--- src/rtl/rxlen_pkg.sv ---
package rxlen_pkg;

    typedef enum logic [2:0] {
        RSN_OK        = 3'd0,
        RSN_TOO_LONG  = 3'd1,
        RSN_RUNT      = 3'd2,
        RSN_LEN_FIELD = 3'd3,
        RSN_FCS       = 3'd4
    } rsn_e;

    localparam int STD_MAX     = 1518;
    localparam int MID_MAX     = 1536;
    localparam int MIN_LEN     = 64;
    localparam int TYPE_FLOOR  = 16'h0600;
    localparam int LF_OVERHEAD = 18;
    localparam int FCS_BYTES   = 4;
    localparam int LF_HI_IDX   = 12;
    localparam int LF_LO_IDX   = 13;

    typedef struct packed {
        logic long_en;
        logic jumbo_en;
        logic lf_check;
        logic strip_fcs;
        logic ignore_fcs;
    } cfg_t;

    typedef struct packed {
        logic too_long;
        logic runt;
        logic lf_err;
        logic fcs_bad;
    } flags_t;

    function automatic rsn_e pick_reason(flags_t f);
        if (f.too_long)     return RSN_TOO_LONG;
        else if (f.runt)    return RSN_RUNT;
        else if (f.lf_err)  return RSN_LEN_FIELD;
        else if (f.fcs_bad) return RSN_FCS;
        else                return RSN_OK;
    endfunction

endpackage

--- src/rtl/rxlen_count.sv ---
module rxlen_count
    import rxlen_pkg::*;
#(
    parameter int JUMBO_MAX = 10240,
    parameter int CNT_W     = $clog2(JUMBO_MAX + 2)
) (
    input  logic             clk,
    input  logic             rst,
    input  logic             in_valid,
    input  logic             in_sof,
    input  logic [7:0]       in_data,
    output logic [CNT_W-1:0] len_now,
    output logic [15:0]      lf_now
);
    localparam logic [CNT_W-1:0] SAT = CNT_W'(JUMBO_MAX + 1);

    logic [CNT_W-1:0] cnt_q;
    logic [15:0]      lf_q;

    always_comb begin
        if (in_sof)          len_now = CNT_W'(1);
        else if (cnt_q >= SAT) len_now = SAT;
        else                 len_now = cnt_q + CNT_W'(1);

        if (!in_sof && cnt_q == CNT_W'(LF_LO_IDX)) lf_now = {lf_q[15:8], in_data};
        else                                       lf_now = lf_q;
    end

    always_ff @(posedge clk) begin
        if (rst) begin
            cnt_q <= '0;
            lf_q  <= 16'hFFFF;
        end else if (in_valid) begin
            cnt_q <= len_now;
            if (in_sof)                                lf_q <= 16'hFFFF;
            else if (cnt_q == CNT_W'(LF_HI_IDX))       lf_q[15:8] <= in_data;
            else if (cnt_q == CNT_W'(LF_LO_IDX))       lf_q[7:0]  <= in_data;
        end
    end

    assert_cnt_cap_R3: assert property (@(posedge clk) disable iff (rst)
        cnt_q <= SAT);

endmodule

--- src/rtl/rxlen_judge.sv ---
module rxlen_judge
    import rxlen_pkg::*;
#(
    parameter int JUMBO_MAX = 10240,
    parameter int CNT_W     = $clog2(JUMBO_MAX + 2)
) (
    input  logic             clk,
    input  logic             rst,
    input  logic             fire,
    input  logic [CNT_W-1:0] len_now,
    input  logic [15:0]      lf_now,
    input  cfg_t             cfg,
    input  logic             fcs_err,
    output logic             res_valid,
    output logic             res_accept,
    output logic [2:0]       res_reason,
    output logic [CNT_W-1:0] res_len,
    output logic             res_fcs_err
);
    localparam logic [31:0] SAT = 32'(JUMBO_MAX + 1);

    logic [31:0]      len32;
    logic [31:0]      limit;
    flags_t           flags;
    logic [CNT_W-1:0] rep_len;
    logic             strip_q;

    always_comb begin
        len32 = 32'(len_now);
        if (cfg.jumbo_en)     limit = 32'(JUMBO_MAX);
        else if (cfg.long_en) limit = 32'(MID_MAX);
        else                  limit = 32'(STD_MAX);

        flags.too_long = len32 > limit;
        flags.runt     = len32 < 32'(MIN_LEN);
        flags.lf_err   = cfg.lf_check && (32'(lf_now) < 32'(TYPE_FLOOR))
                         && (len32 < 32'(lf_now) + 32'(LF_OVERHEAD));
        flags.fcs_bad  = fcs_err && !cfg.ignore_fcs;

        if (!cfg.strip_fcs)                       rep_len = len_now;
        else if (len32 < 32'(FCS_BYTES))          rep_len = '0;
        else                                      rep_len = len_now - CNT_W'(FCS_BYTES);
    end

    always_ff @(posedge clk) begin
        if (rst) begin
            res_valid   <= 1'b0;
            res_accept  <= 1'b0;
            res_reason  <= RSN_OK;
            res_len     <= '0;
            res_fcs_err <= 1'b0;
            strip_q     <= 1'b0;
        end else begin
            res_valid <= fire;
            if (fire) begin
                res_accept  <= ~|flags;
                res_reason  <= pick_reason(flags);
                res_len     <= rep_len;
                res_fcs_err <= fcs_err;
                strip_q     <= cfg.strip_fcs;
            end
        end
    end

    assert_len_cap_R3: assert property (@(posedge clk) disable iff (rst)
        res_valid && !strip_q |-> 32'(res_len) <= SAT);

    assert_accept_code_R6: assert property (@(posedge clk) disable iff (rst)
        res_valid |-> (res_accept == (res_reason == RSN_OK)));

    assert_runt_R1: assert property (@(posedge clk) disable iff (rst)
        res_valid && !strip_q && 32'(res_len) < 32'(MIN_LEN) |-> !res_accept);

endmodule

--- src/rtl/rxlen_tail.sv ---
module rxlen_tail
    import rxlen_pkg::*;
#(
    parameter int DW    = 8,
    parameter int DEPTH = FCS_BYTES
) (
    input  logic          clk,
    input  logic          rst,
    input  logic          in_valid,
    input  logic          in_sof,
    input  logic          in_eof,
    input  logic [DW-1:0] in_data,
    input  logic          strip,
    output logic          fwd_valid,
    output logic [DW-1:0] fwd_data,
    output logic          fwd_last,
    output logic          fwd_fcs
);
    localparam int FILL_W = $clog2(DEPTH + 1);
    localparam int IDX_W  = $clog2(DEPTH);
    localparam logic [FILL_W-1:0] FULL = FILL_W'(DEPTH);

    logic [DW-1:0]     hold [DEPTH];
    logic [FILL_W-1:0] fill_q, drain_q, fill_inc;
    logic              dstrip_q;
    logic [IDX_W-1:0]  pick;

    assign fill_inc = (fill_q == FULL) ? FULL : fill_q + FILL_W'(1);
    assign pick     = IDX_W'(drain_q - FILL_W'(1));

    for (genvar g = 0; g < DEPTH; g++) begin : g_stage
        if (g == 0) begin : g_head
            always_ff @(posedge clk) if (in_valid) hold[g] <= in_data;
        end else begin : g_body
            always_ff @(posedge clk) if (in_valid) hold[g] <= hold[g-1];
        end
    end

    always_ff @(posedge clk) begin
        if (rst) begin
            fill_q    <= '0;
            drain_q   <= '0;
            dstrip_q  <= 1'b0;
            fwd_valid <= 1'b0;
            fwd_data  <= '0;
            fwd_last  <= 1'b0;
            fwd_fcs   <= 1'b0;
        end else begin
            fwd_valid <= 1'b0;
            fwd_last  <= 1'b0;
            fwd_fcs   <= 1'b0;
            if (in_valid) begin
                fill_q <= in_sof ? FILL_W'(1) : fill_inc;
                if (!in_sof && fill_q == FULL) begin
                    fwd_valid <= 1'b1;
                    fwd_data  <= hold[DEPTH-1];
                    fwd_last  <= in_eof && strip;
                end
                if (in_eof) begin
                    drain_q  <= in_sof ? FILL_W'(1) : fill_inc;
                    dstrip_q <= strip;
                end
            end else if (drain_q != '0) begin
                fwd_valid <= !dstrip_q;
                fwd_data  <= hold[pick];
                fwd_fcs   <= 1'b1;
                fwd_last  <= (drain_q == FILL_W'(1)) && !dstrip_q;
                drain_q   <= drain_q - FILL_W'(1);
                fill_q    <= '0;
            end
        end
    end

    assert_strip_hidden_R10: assert property (@(posedge clk) disable iff (rst)
        fwd_fcs && $past(drain_q == FILL_W'(1)) && dstrip_q |-> !fwd_valid);

    assert_no_overfill_R9: assert property (@(posedge clk) disable iff (rst)
        fill_q <= FULL && drain_q <= FULL);

endmodule

--- src/rtl/eth_rx_len_check.sv ---
module eth_rx_len_check
    import rxlen_pkg::*;
#(
    parameter int JUMBO_MAX = 10240
) (
    input  logic                             clk,
    input  logic                             rst,
    input  logic                             in_valid,
    input  logic                             in_sof,
    input  logic                             in_eof,
    input  logic [7:0]                       in_data,
    input  logic                             in_fcs_err,
    input  logic                             cfg_long_en,
    input  logic                             cfg_jumbo_en,
    input  logic                             cfg_lf_check,
    input  logic                             cfg_strip_fcs,
    input  logic                             cfg_ignore_fcs,
    output logic                             res_valid,
    output logic                             res_accept,
    output logic [2:0]                       res_reason,
    output logic [$clog2(JUMBO_MAX+2)-1:0]   res_len,
    output logic                             res_fcs_err,
    output logic                             fwd_valid,
    output logic [7:0]                       fwd_data,
    output logic                             fwd_last,
    output logic                             fwd_fcs
);
    localparam int CNT_W = $clog2(JUMBO_MAX + 2);

    cfg_t             cfg;
    logic [CNT_W-1:0] len_now;
    logic [15:0]      lf_now;

    assign cfg = '{long_en: cfg_long_en, jumbo_en: cfg_jumbo_en, lf_check: cfg_lf_check,
                   strip_fcs: cfg_strip_fcs, ignore_fcs: cfg_ignore_fcs};

    rxlen_count #(.JUMBO_MAX(JUMBO_MAX), .CNT_W(CNT_W)) u_count (
        .clk(clk), .rst(rst), .in_valid(in_valid), .in_sof(in_sof),
        .in_data(in_data), .len_now(len_now), .lf_now(lf_now)
    );

    rxlen_judge #(.JUMBO_MAX(JUMBO_MAX), .CNT_W(CNT_W)) u_judge (
        .clk(clk), .rst(rst), .fire(in_valid && in_eof), .len_now(len_now),
        .lf_now(lf_now), .cfg(cfg), .fcs_err(in_fcs_err),
        .res_valid(res_valid), .res_accept(res_accept), .res_reason(res_reason),
        .res_len(res_len), .res_fcs_err(res_fcs_err)
    );

    rxlen_tail #(.DW(8), .DEPTH(FCS_BYTES)) u_tail (
        .clk(clk), .rst(rst), .in_valid(in_valid), .in_sof(in_sof), .in_eof(in_eof),
        .in_data(in_data), .strip(cfg_strip_fcs),
        .fwd_valid(fwd_valid), .fwd_data(fwd_data), .fwd_last(fwd_last), .fwd_fcs(fwd_fcs)
    );

    assert_result_timing_R8: assert property (@(posedge clk) disable iff (rst)
        res_valid |-> $past(in_valid && in_eof));

    assert_fcs_echo_R5: assert property (@(posedge clk) disable iff (rst)
        res_valid |-> res_fcs_err == $past(in_fcs_err));

endmodule

--- config.mk ---
export PLATFORM = sky130hd
export DESIGN_NAME = eth_rx_len_check
export DESIGN_NICKNAME = d
export VERILOG_FILES = /design/src/rtl/rxlen_pkg.sv /design/src/rtl/rxlen_count.sv /design/src/rtl/rxlen_judge.sv /design/src/rtl/rxlen_tail.sv /design/src/rtl/eth_rx_len_check.sv
export SDC_FILE = /design/constraint.sdc
export NUM_CORES = 1
export LEC_CHECK = 0
export ABC_CLOCK_PERIOD_IN_PS = 7600
export BUFFER_PORTS_ARGS = -buffer_cell sky130_fd_sc_hd__clkbuf_2
export CORE_ASPECT_RATIO = 1.75
export CORE_MARGIN = 2
export CORE_UTILIZATION = 50
export DETAILED_ROUTE_END_ITERATION = 8
export PLACE_DENSITY = 0.76
export SYNTH_ARGS = -nofsm -noshare
export SYNTH_HDL_FRONTEND = slang
export SYNTH_SLANG_ARGS = --single-unit
--- constraint.sdc ---
create_clock -name clk -period 7.6 [get_ports clk]
set_input_delay 1.52 -clock clk [delete_from_list [all_inputs] [get_ports clk]]
set_output_delay 1.52 -clock clk [all_outputs]
set_load 0.1 [all_outputs]
==> results of run 1 <==
-- layout make-up --
cell class                      instances  area [sq um]  share of cell area
Inverter                               21         78.83             0.01264
Timing Repair Buffer                   52         267.8             0.04294
Multi-Input combinational cell        461          3097              0.4966
Clock inverter                          6         76.32             0.01224
Tap cell                              132         165.2             0.02648
Sequential cell                       100          2322              0.3724
Clock buffer                           10         229.0             0.03672
-- through the flow --
stage               total power (W)  hold WS, ns  cells  setup WS, ns  utilization
floorplan                 0.0008424       0.4207    615         2.411            -
CTS                        0.001382       0.4523    782         1.875       0.5616
finish                     0.001375       0.4506    782         1.755       0.5616
global route               0.001433       0.4705    782         1.450       0.5616
global placement          0.0008994       0.4244    766         1.845       0.5341
detailed placement        0.0009084       0.4319    766         1.534       0.5341
-- synthesized netlist by cell type (3+ instances only) --
master / n / share of area
sky130_fd_sc_hd__xor2_1: 12 / 0.019
sky130_fd_sc_hd__o21ai_1: 4 / 0.0035
sky130_fd_sc_hd__and3_1: 3 / 0.0033
sky130_fd_sc_hd__o21ai_0: 18 / 0.016
sky130_fd_sc_hd__or4_1: 4 / 0.0053
sky130_fd_sc_hd__nor2_1: 87 / 0.058
sky130_fd_sc_hd__a22o_1: 10 / 0.015
sky130_fd_sc_hd__mux2i_1: 21 / 0.037
sky130_fd_sc_hd__o22ai_1: 5 / 0.0055
sky130_fd_sc_hd__nand3b_1: 3 / 0.0040
sky130_fd_sc_hd__buf_2: 4 / 0.0035
sky130_fd_sc_hd__a311oi_1: 3 / 0.0046
sky130_fd_sc_hd__a31oi_1: 7 / 0.0077
sky130_fd_sc_hd__buf_6: 3 / 0.0060
sky130_fd_sc_hd__a211o_1: 17 / 0.026
sky130_fd_sc_hd__o211ai_1: 3 / 0.0040
sky130_fd_sc_hd__mux2_2: 4 / 0.0079
sky130_fd_sc_hd__nand4_1: 9 / 0.0099
sky130_fd_sc_hd__and4_1: 3 / 0.0046
sky130_fd_sc_hd__nand2_1: 51 / 0.034
sky130_fd_sc_hd__and2_1: 6 / 0.0066
sky130_fd_sc_hd__inv_1: 21 / 0.014
sky130_fd_sc_hd__buf_1: 4 / 0.0026
sky130_fd_sc_hd__nand3_1: 19 / 0.017
sky130_fd_sc_hd__ha_1: 35 / 0.077
sky130_fd_sc_hd__edfxtp_1: 32 / 0.17
sky130_fd_sc_hd__nor3_1: 15 / 0.013
sky130_fd_sc_hd__a21oi_1: 33 / 0.029
sky130_fd_sc_hd__nor2b_1: 3 / 0.0033
sky130_fd_sc_hd__or3_1: 4 / 0.0044
sky130_fd_sc_hd__dfxtp_1: 68 / 0.24
sky130_fd_sc_hd__o221ai_1: 5 / 0.0077
sky130_fd_sc_hd__clkbuf_1: 19 / 0.013
sky130_fd_sc_hd__a211oi_1: 6 / 0.0079
sky130_fd_sc_hd__xnor2_1: 21 / 0.032
-- worst paths after layout --
kind | start | to | slack, ns | cells past startpoint
worst max register to register | u_count.cnt_q[0] | u_judge.res_accept | 2.22 | 20
worst min-delay path | u_tail.hold[1][4] | u_tail.hold[2][4] | 0.45 | 0
worst max-delay path | in_sof | u_judge.res_accept | 1.75 | 20
worst min register to register | u_tail.hold[1][4] | u_tail.hold[2][4] | 0.45 | 0
-- metal layers --
metal | up-vias | global-route usage | share of wire
li1 | 2295 | - | -
met4 | 0 | 0.1238 | 0.050
met1 | 2242 | 0.2474 | 0.37
met2 | 152 | 0.4142 | 0.54
met3 | 48 | 0.03584 | 0.043
met5 | - | 0 | 0
-- cells in the final DEF (no fill, tap or decap), types with 4 or more instances in the layout --
| master | n |
|---|---|
| sky130_fd_sc_hd__a211o_1 | 17 |
| sky130_fd_sc_hd__a211oi_1 | 6 |
| sky130_fd_sc_hd__a21oi_1 | 33 |
| sky130_fd_sc_hd__a22o_1 | 10 |
| sky130_fd_sc_hd__a31oi_1 | 7 |
| sky130_fd_sc_hd__and2_1 | 6 |
| sky130_fd_sc_hd__clkbuf_16 | 9 |
| sky130_fd_sc_hd__clkbuf_2 | 49 |
| sky130_fd_sc_hd__dfxtp_1 | 68 |
| sky130_fd_sc_hd__edfxtp_1 | 32 |
| sky130_fd_sc_hd__ha_1 | 35 |
| sky130_fd_sc_hd__inv_1 | 21 |
| sky130_fd_sc_hd__mux2_2 | 4 |
| sky130_fd_sc_hd__mux2i_1 | 21 |
| sky130_fd_sc_hd__nand2_1 | 51 |
| sky130_fd_sc_hd__nand3_1 | 19 |
| sky130_fd_sc_hd__nand4_1 | 9 |
| sky130_fd_sc_hd__nor2_1 | 87 |
| sky130_fd_sc_hd__nor3_1 | 15 |
| sky130_fd_sc_hd__o21ai_0 | 18 |
| sky130_fd_sc_hd__o21ai_1 | 4 |
| sky130_fd_sc_hd__o221ai_1 | 5 |
| sky130_fd_sc_hd__o22ai_1 | 5 |
| sky130_fd_sc_hd__or3_1 | 4 |
| sky130_fd_sc_hd__or4_1 | 4 |
| sky130_fd_sc_hd__xnor2_1 | 21 |
| sky130_fd_sc_hd__xor2_1 | 12 |
-- critical path, stage by stage --
cell	delay [ns]
sky130_fd_sc_hd__clkbuf_2	0.26
sky130_fd_sc_hd__nor4_2	0.24
sky130_fd_sc_hd__nand2_1	0.17
sky130_fd_sc_hd__or2_0	0.57
sky130_fd_sc_hd__mux2_2	0.38
sky130_fd_sc_hd__ha_1	0.19
sky130_fd_sc_hd__inv_1	0.07
sky130_fd_sc_hd__o21ai_0	0.34
sky130_fd_sc_hd__nand3_1	0.14
sky130_fd_sc_hd__xnor2_1	0.16
sky130_fd_sc_hd__mux2i_1	0.23
sky130_fd_sc_hd__ha_1	0.31
sky130_fd_sc_hd__a21oi_1	0.13
sky130_fd_sc_hd__o21ai_0	0.12
sky130_fd_sc_hd__a211oi_1	0.25
sky130_fd_sc_hd__nand4b_1	0.15
sky130_fd_sc_hd__o2bb2ai_1	0.18
sky130_fd_sc_hd__a21oi_2	0.29
sky130_fd_sc_hd__nor2_1	0.10
sky130_fd_sc_hd__a32o_1	0.27
-- state kept, by name (all words and copies together) (netlist names) --
name	cells
u_tail.fill_q	3
u_tail.fwd_data	8
u_tail.fwd_valid	1
u_judge.res_fcs_err	1
u_tail.drain_q	3
u_tail.dstrip_q	1
u_tail.hold	32
u_count.cnt_q	14
u_tail.fwd_fcs	1
u_judge.res_valid	1
u_count.lf_q	16
u_judge.res_accept	1
u_tail.fwd_last	1
u_judge.res_reason	3
u_judge.res_len	14
-- where the power goes --
group | internal, W | leakage, nW | total (W) | switching, W
logic | 0.0000869 | 1.56 | 0.000290 | 0.000203
clock network | 0.000262 | 0.150 | 0.000476 | 0.000214
registers | 0.000584 | 0.869 | 0.000609 | 0.0000251
total | 0.000933 | 2.58 | 0.00138 | 0.000442
-- logic make-up after synthesis --
group | Yosys count
AO/OA/AOI/OAI | 135
XOR/XNOR | 33
adder cells (fa/ha/maj) | 35
buffers and inverters | 54
flip-flops | 100
multiplexers | 27
AND/OR/NAND/NOR | 231
==> metrics, run 1 <==
Post-CTS Hold Fix Bufs 0; mux cell area share after synthesis 0.05291; synthesized-area fraction occupied by adder cells 0.07716; launching element type of the critical path input pin; mapped cell area 5675 sq um; post-detailed-route DRC marker count 0; global-route wire length before repair 22700 um; final count of hold timing violations 0; FMAX 171.1 MHz; status finished clean; number of endpoints failing setup at the final stage 0; Cells after Synth 615; number of rows created at floorplan 51; total iterations of the first detailed-routing run 5; arrival time of data at the critical path endpoint 6.09 ns; WL final 13880 um; Lkg Pwr 2.575 nW; clock network latency to the later pin of the worst-skew pair 0.36 ns; post-route clock period utilization 0.7691; iteration-0 DRC count of the detailed router 379; Core Box Area 11100 sq um; portion of the post-synthesis area used by sequential elements 0.4092; Final ANT Viol Nets 0; top flip-flop cell by instance count after synthesis sky130_fd_sc_hd__dfxtp_1; area added between synthesis and finish 9.877%; vias post-DR 4737; share of synthesized cell area in and, or, nand and nor gates 0.2006; vias per inst 6.058; data required time of the critical path 7.85 ns; filler cell count 1018; main combinational cell family by area after synthesis simple AND/OR/NAND/NOR gates; overall overflow remaining after global route 0; antenna fix cells 0; maximum clock insertion buffer count 2; last weighted congestion value of the routability-driven placer 0.8982; GR Util All Layers 0.2285; library cells used by synthesis 73; via count of the first global-routing pass 4737; total clock buffers created by CTS 9; total power density per cell area 220.5 nW/um^2; die width 84.54 um; number of antenna violations at the first check in global routing 0; share of flip-flops with an asynchronous set or reset 0; total count of max-transition violations in the final report 0; CTS resizes 0; maximum fanout count along the critical path 18; routed wirelength normalized by instance count 17.74 um; worst-case clock skew 0.008192 ns; total negative slack for setup checks 0 ns; count of yosys warnings during synthesis 0; post-synthesis average cell area 9.228 sq um; final std cell area, no fill 6236 sq um; fraction of layout instances using a drive strength above 1 0.1354; total die area 12250 sq um; XOR/XNOR share of the synthesized area 0.05093; initial core utilization 0.5112; Synth Net Count 669; DPL Wire Length 10230 um; Seq cells post-synth 100; type of the worst setup path in -> reg; classification of the worst-slack hold path reg -> reg; buffer count from post-CTS setup fixing 0; final critical delay including setup and external delays 5.845 ns; share of the synthesized area in compound gates (AO/OA/AOI/OAI) 0.1640; number of buffers added on ports 49; Nets 699; maximum number of pins on one net before global-route repair 62; H-tree level count 3; endpoint class of the critical path register; Boundary Pins 50; maximum resistive drop on vdd 169.1 uV; slew at the pin closest to its max-slew limit 1.215 ns; die extent in y 144.9 um; area of placed instances 5931 sq um; max-cap check violation count 0; EDFF count, synth 32; clock-pin slew of the registers on the worst-case setup and hold paths 0.07 ns; clock tree from TritonCTS yes; sinks on the clock net 100; cell chosen for the clock root sky130_fd_sc_hd__clkbuf_16; setup repair after global routing missed its margin no; Relative slew margins 0.1844
(Power assumes the default switching activity.)
==> run 2: changes to the inputs <==
--- a/config.mk
+++ b/config.mk
@@ -5,13 +5,13 @@
 export SDC_FILE = /design/constraint.sdc
 export NUM_CORES = 1
 export LEC_CHECK = 0
-export ABC_CLOCK_PERIOD_IN_PS = 7600
+export ABC_CLOCK_PERIOD_IN_PS = 5280
 export BUFFER_PORTS_ARGS = -buffer_cell sky130_fd_sc_hd__clkbuf_2
 export CORE_ASPECT_RATIO = 1.75
 export CORE_MARGIN = 2
 export CORE_UTILIZATION = 50
 export DETAILED_ROUTE_END_ITERATION = 8
-export PLACE_DENSITY = 0.76
+export PLACE_DENSITY = 0.78
 export SYNTH_ARGS = -nofsm -noshare
 export SYNTH_HDL_FRONTEND = slang
 export SYNTH_SLANG_ARGS = --single-unit
==> constraint.sdc (replaced) <==
create_clock -name clk -period 5.28 [get_ports clk]
set_input_delay 1.056 -clock clk [delete_from_list [all_inputs] [get_ports clk]]
set_output_delay 1.056 -clock clk [all_outputs]
set_load 0.1 [all_outputs]
==> metrics, run 2 (same netlist as run 1, synthesis figures left out) <==
status finished clean; worst slack on hold paths 0.4552 ns; registers with the most flip-flops u_tail.hold: 32 flops, u_count.lf_q: 16 flops; last weighted congestion value of the routability-driven placer 0.9275; cell class contributing the biggest share of worst-path delay compound AO/OA/AOI/OAI gates; area of placed instances 5976 sq um; worst-case clock skew 0.007055 ns; cell-by-cell listing of the critical path ha_1 > inv_1 > or4_4 > or2_0 > mux2_2 > ha_1 > inv_1 > o21ai_0 > nand3_1 > xnor2_1 > mux2i_1 > ha_1 > a21oi_1 > o21ai_0 > a211oi_1 > nand4b_1 > o2bb2ai_1 > a21oi_2 > nor2_1 > a32o_1; global-route wire length before repair 23450 um; post-detailed-route DRC marker count 0; maximum clock insertion buffer count 2; type of the worst setup path reg -> reg; part of the power in combinational logic 0.216; sinks on the clock net 100; proportion of power drawn by flip-flops and latches 0.451; area added between synthesis and finish 10.49%; Boundary Pins 50; Relative slew margins 0.2934; arrival time of data at the critical path endpoint 5.15 ns; slew at the pin closest to its max-slew limit 1.053 ns; cell chosen for the clock root sky130_fd_sc_hd__clkbuf_16; filler cell count 1035; classification of the worst-slack hold path reg -> reg; WL final 14270 um; fraction of layout instances using a drive strength above 1 0.1433; total negative slack for setup checks 0 ns; final std cell area, no fill 6271 sq um; number of endpoints failing setup at the final stage 0; antenna fix cells 0; number of buffers added on ports 49; final critical delay including setup and external delays 4.903 ns; switching portion of total power 0.3311; die extent in y 144.9 um; routed wirelength normalized by instance count 18.11 um; total count of max-transition violations in the final report 0; Final ANT Viol Nets 0; CTS resizes 0; buffer count from post-CTS setup fixing 0; H-tree level count 3; clock network latency to the later pin of the worst-skew pair 0.35 ns; post-route clock period utilization 0.9286; total power density per cell area 310.1 nW/um^2; max-cap check violation count 0; total iterations of the first detailed-routing run 5; vias per inst 6.052; total die area 12250 sq um; clock tree from TritonCTS yes; final count of hold timing violations 0; maximum resistive drop on vdd 242.6 uV; vias post-DR 4769; commonest cells after routing, fill and taps aside 87 x sky130_fd_sc_hd__nor2_1, 68 x sky130_fd_sc_hd__dfxtp_1, 51 x sky130_fd_sc_hd__nand2_1; via count of the first global-routing pass 4773; FMAX 204.0 MHz; number of antenna violations at the first check in global routing 0; register containing the most flip-flops in the final layout u_tail.hold; Core Box Area 11100 sq um; data required time of the critical path 5.52 ns; flip-flop count of the largest register after layout 32; worst path buffer plus inverter count 2; setup repair after global routing missed its margin no; Post-CTS Hold Fix Bufs 0; GR Util All Layers 0.2380; number of rows created at floorplan 51; iteration-0 DRC count of the detailed router 267; most frequent standard cell in the layout excluding fill and tap cells sky130_fd_sc_hd__nor2_1; maximum fanout count along the critical path 10; delay of the slowest cell on the worst path 0.55 ns; endpoint class of the critical path register; maximum number of pins on one net before global-route repair 62; initial core utilization 0.5112; die width 84.54 um; clock-pin slew of the registers on the worst-case setup and hold paths 0.07 ns; Lkg Pwr 2.597 nW; Internal 0.001301 W; Clock Power Share 0.333; net switching power figure 0.0006438 W; cell repeated most along the worst path sky130_fd_sc_hd__ha_1; DPL Wire Length 10620 um; Slowest cell on crit path sky130_fd_sc_hd__or4_4; total clock buffers created by CTS 9; overall overflow remaining after global route 0; Nets 705; launching element type of the critical path register
## run 2: power groups by stage
stage	Combinational (W)	Clock, W	Sequential (W)
2_1_floorplan	0.000221	0	0.000992
3_3_place_gp	0.000409	0	0.000891
3_5_place_dp	0.000418	0	0.000894
4_1_cts	0.000421	0.000658	0.000876
5_1_grt	0.000458	0.000690	0.000883
6_report	0.000420	0.000648	0.000877
## run 2: final timing paths
path,start,end,slack (ns),cells after the start
worst max-delay path,u_count.cnt_q[0],u_judge.res_accept,0.38,20
worst min-delay path,u_tail.fwd_data[6],u_tail.fwd_data[6],0.46,2
worst max register to register,u_count.cnt_q[0],u_judge.res_accept,0.38,20
worst min register to register,u_tail.fwd_data[6],u_tail.fwd_data[6],0.46,2
## run 2: metrics by stage
step | power, W | util | instances | setup slack, ns
2_1_floorplan | 0.001213 | - | 615 | 0.5547
3_3_place_gp | 0.001299 | 0.5382 | 772 | 0.4114
3_5_place_dp | 0.001312 | 0.5382 | 772 | 0.2316
4_1_cts | 0.001955 | 0.5648 | 788 | 0.4314
5_1_grt | 0.002030 | 0.5648 | 788 | 0.01697
6_report | 0.001945 | 0.5648 | 788 | 0.3770
## run 2: area by class of cell
class	count	area [sq um]	share of cell area
clock inverter	7	70.07	0.01117
multi-input combinational	461	3097	0.4938
tap	132	165.2	0.02634
clock buffer	9	225.2	0.03591
sequential	100	2322	0.3703
timing repair buffer	58	312.8	0.04988
inverter	21	78.83	0.01257
## run 2: tightest hold or removal path, stage by stage, from the launching register on
cell,delay [ns]
sky130_fd_sc_hd__dfxtp_1,0.31
sky130_fd_sc_hd__nand2_1,0.05
sky130_fd_sc_hd__a21oi_1,0.05
## run 2: metal layers
layer | track usage | up-vias | wire length, um
li1 | - | 2315 | -
met5 | 0 | - | 0
met4 | 0.1302 | 0 | 654
met1 | 0.2543 | 2290 | 5479
met2 | 0.4339 | 124 | 7648
met3 | 0.03811 | 40 | 487
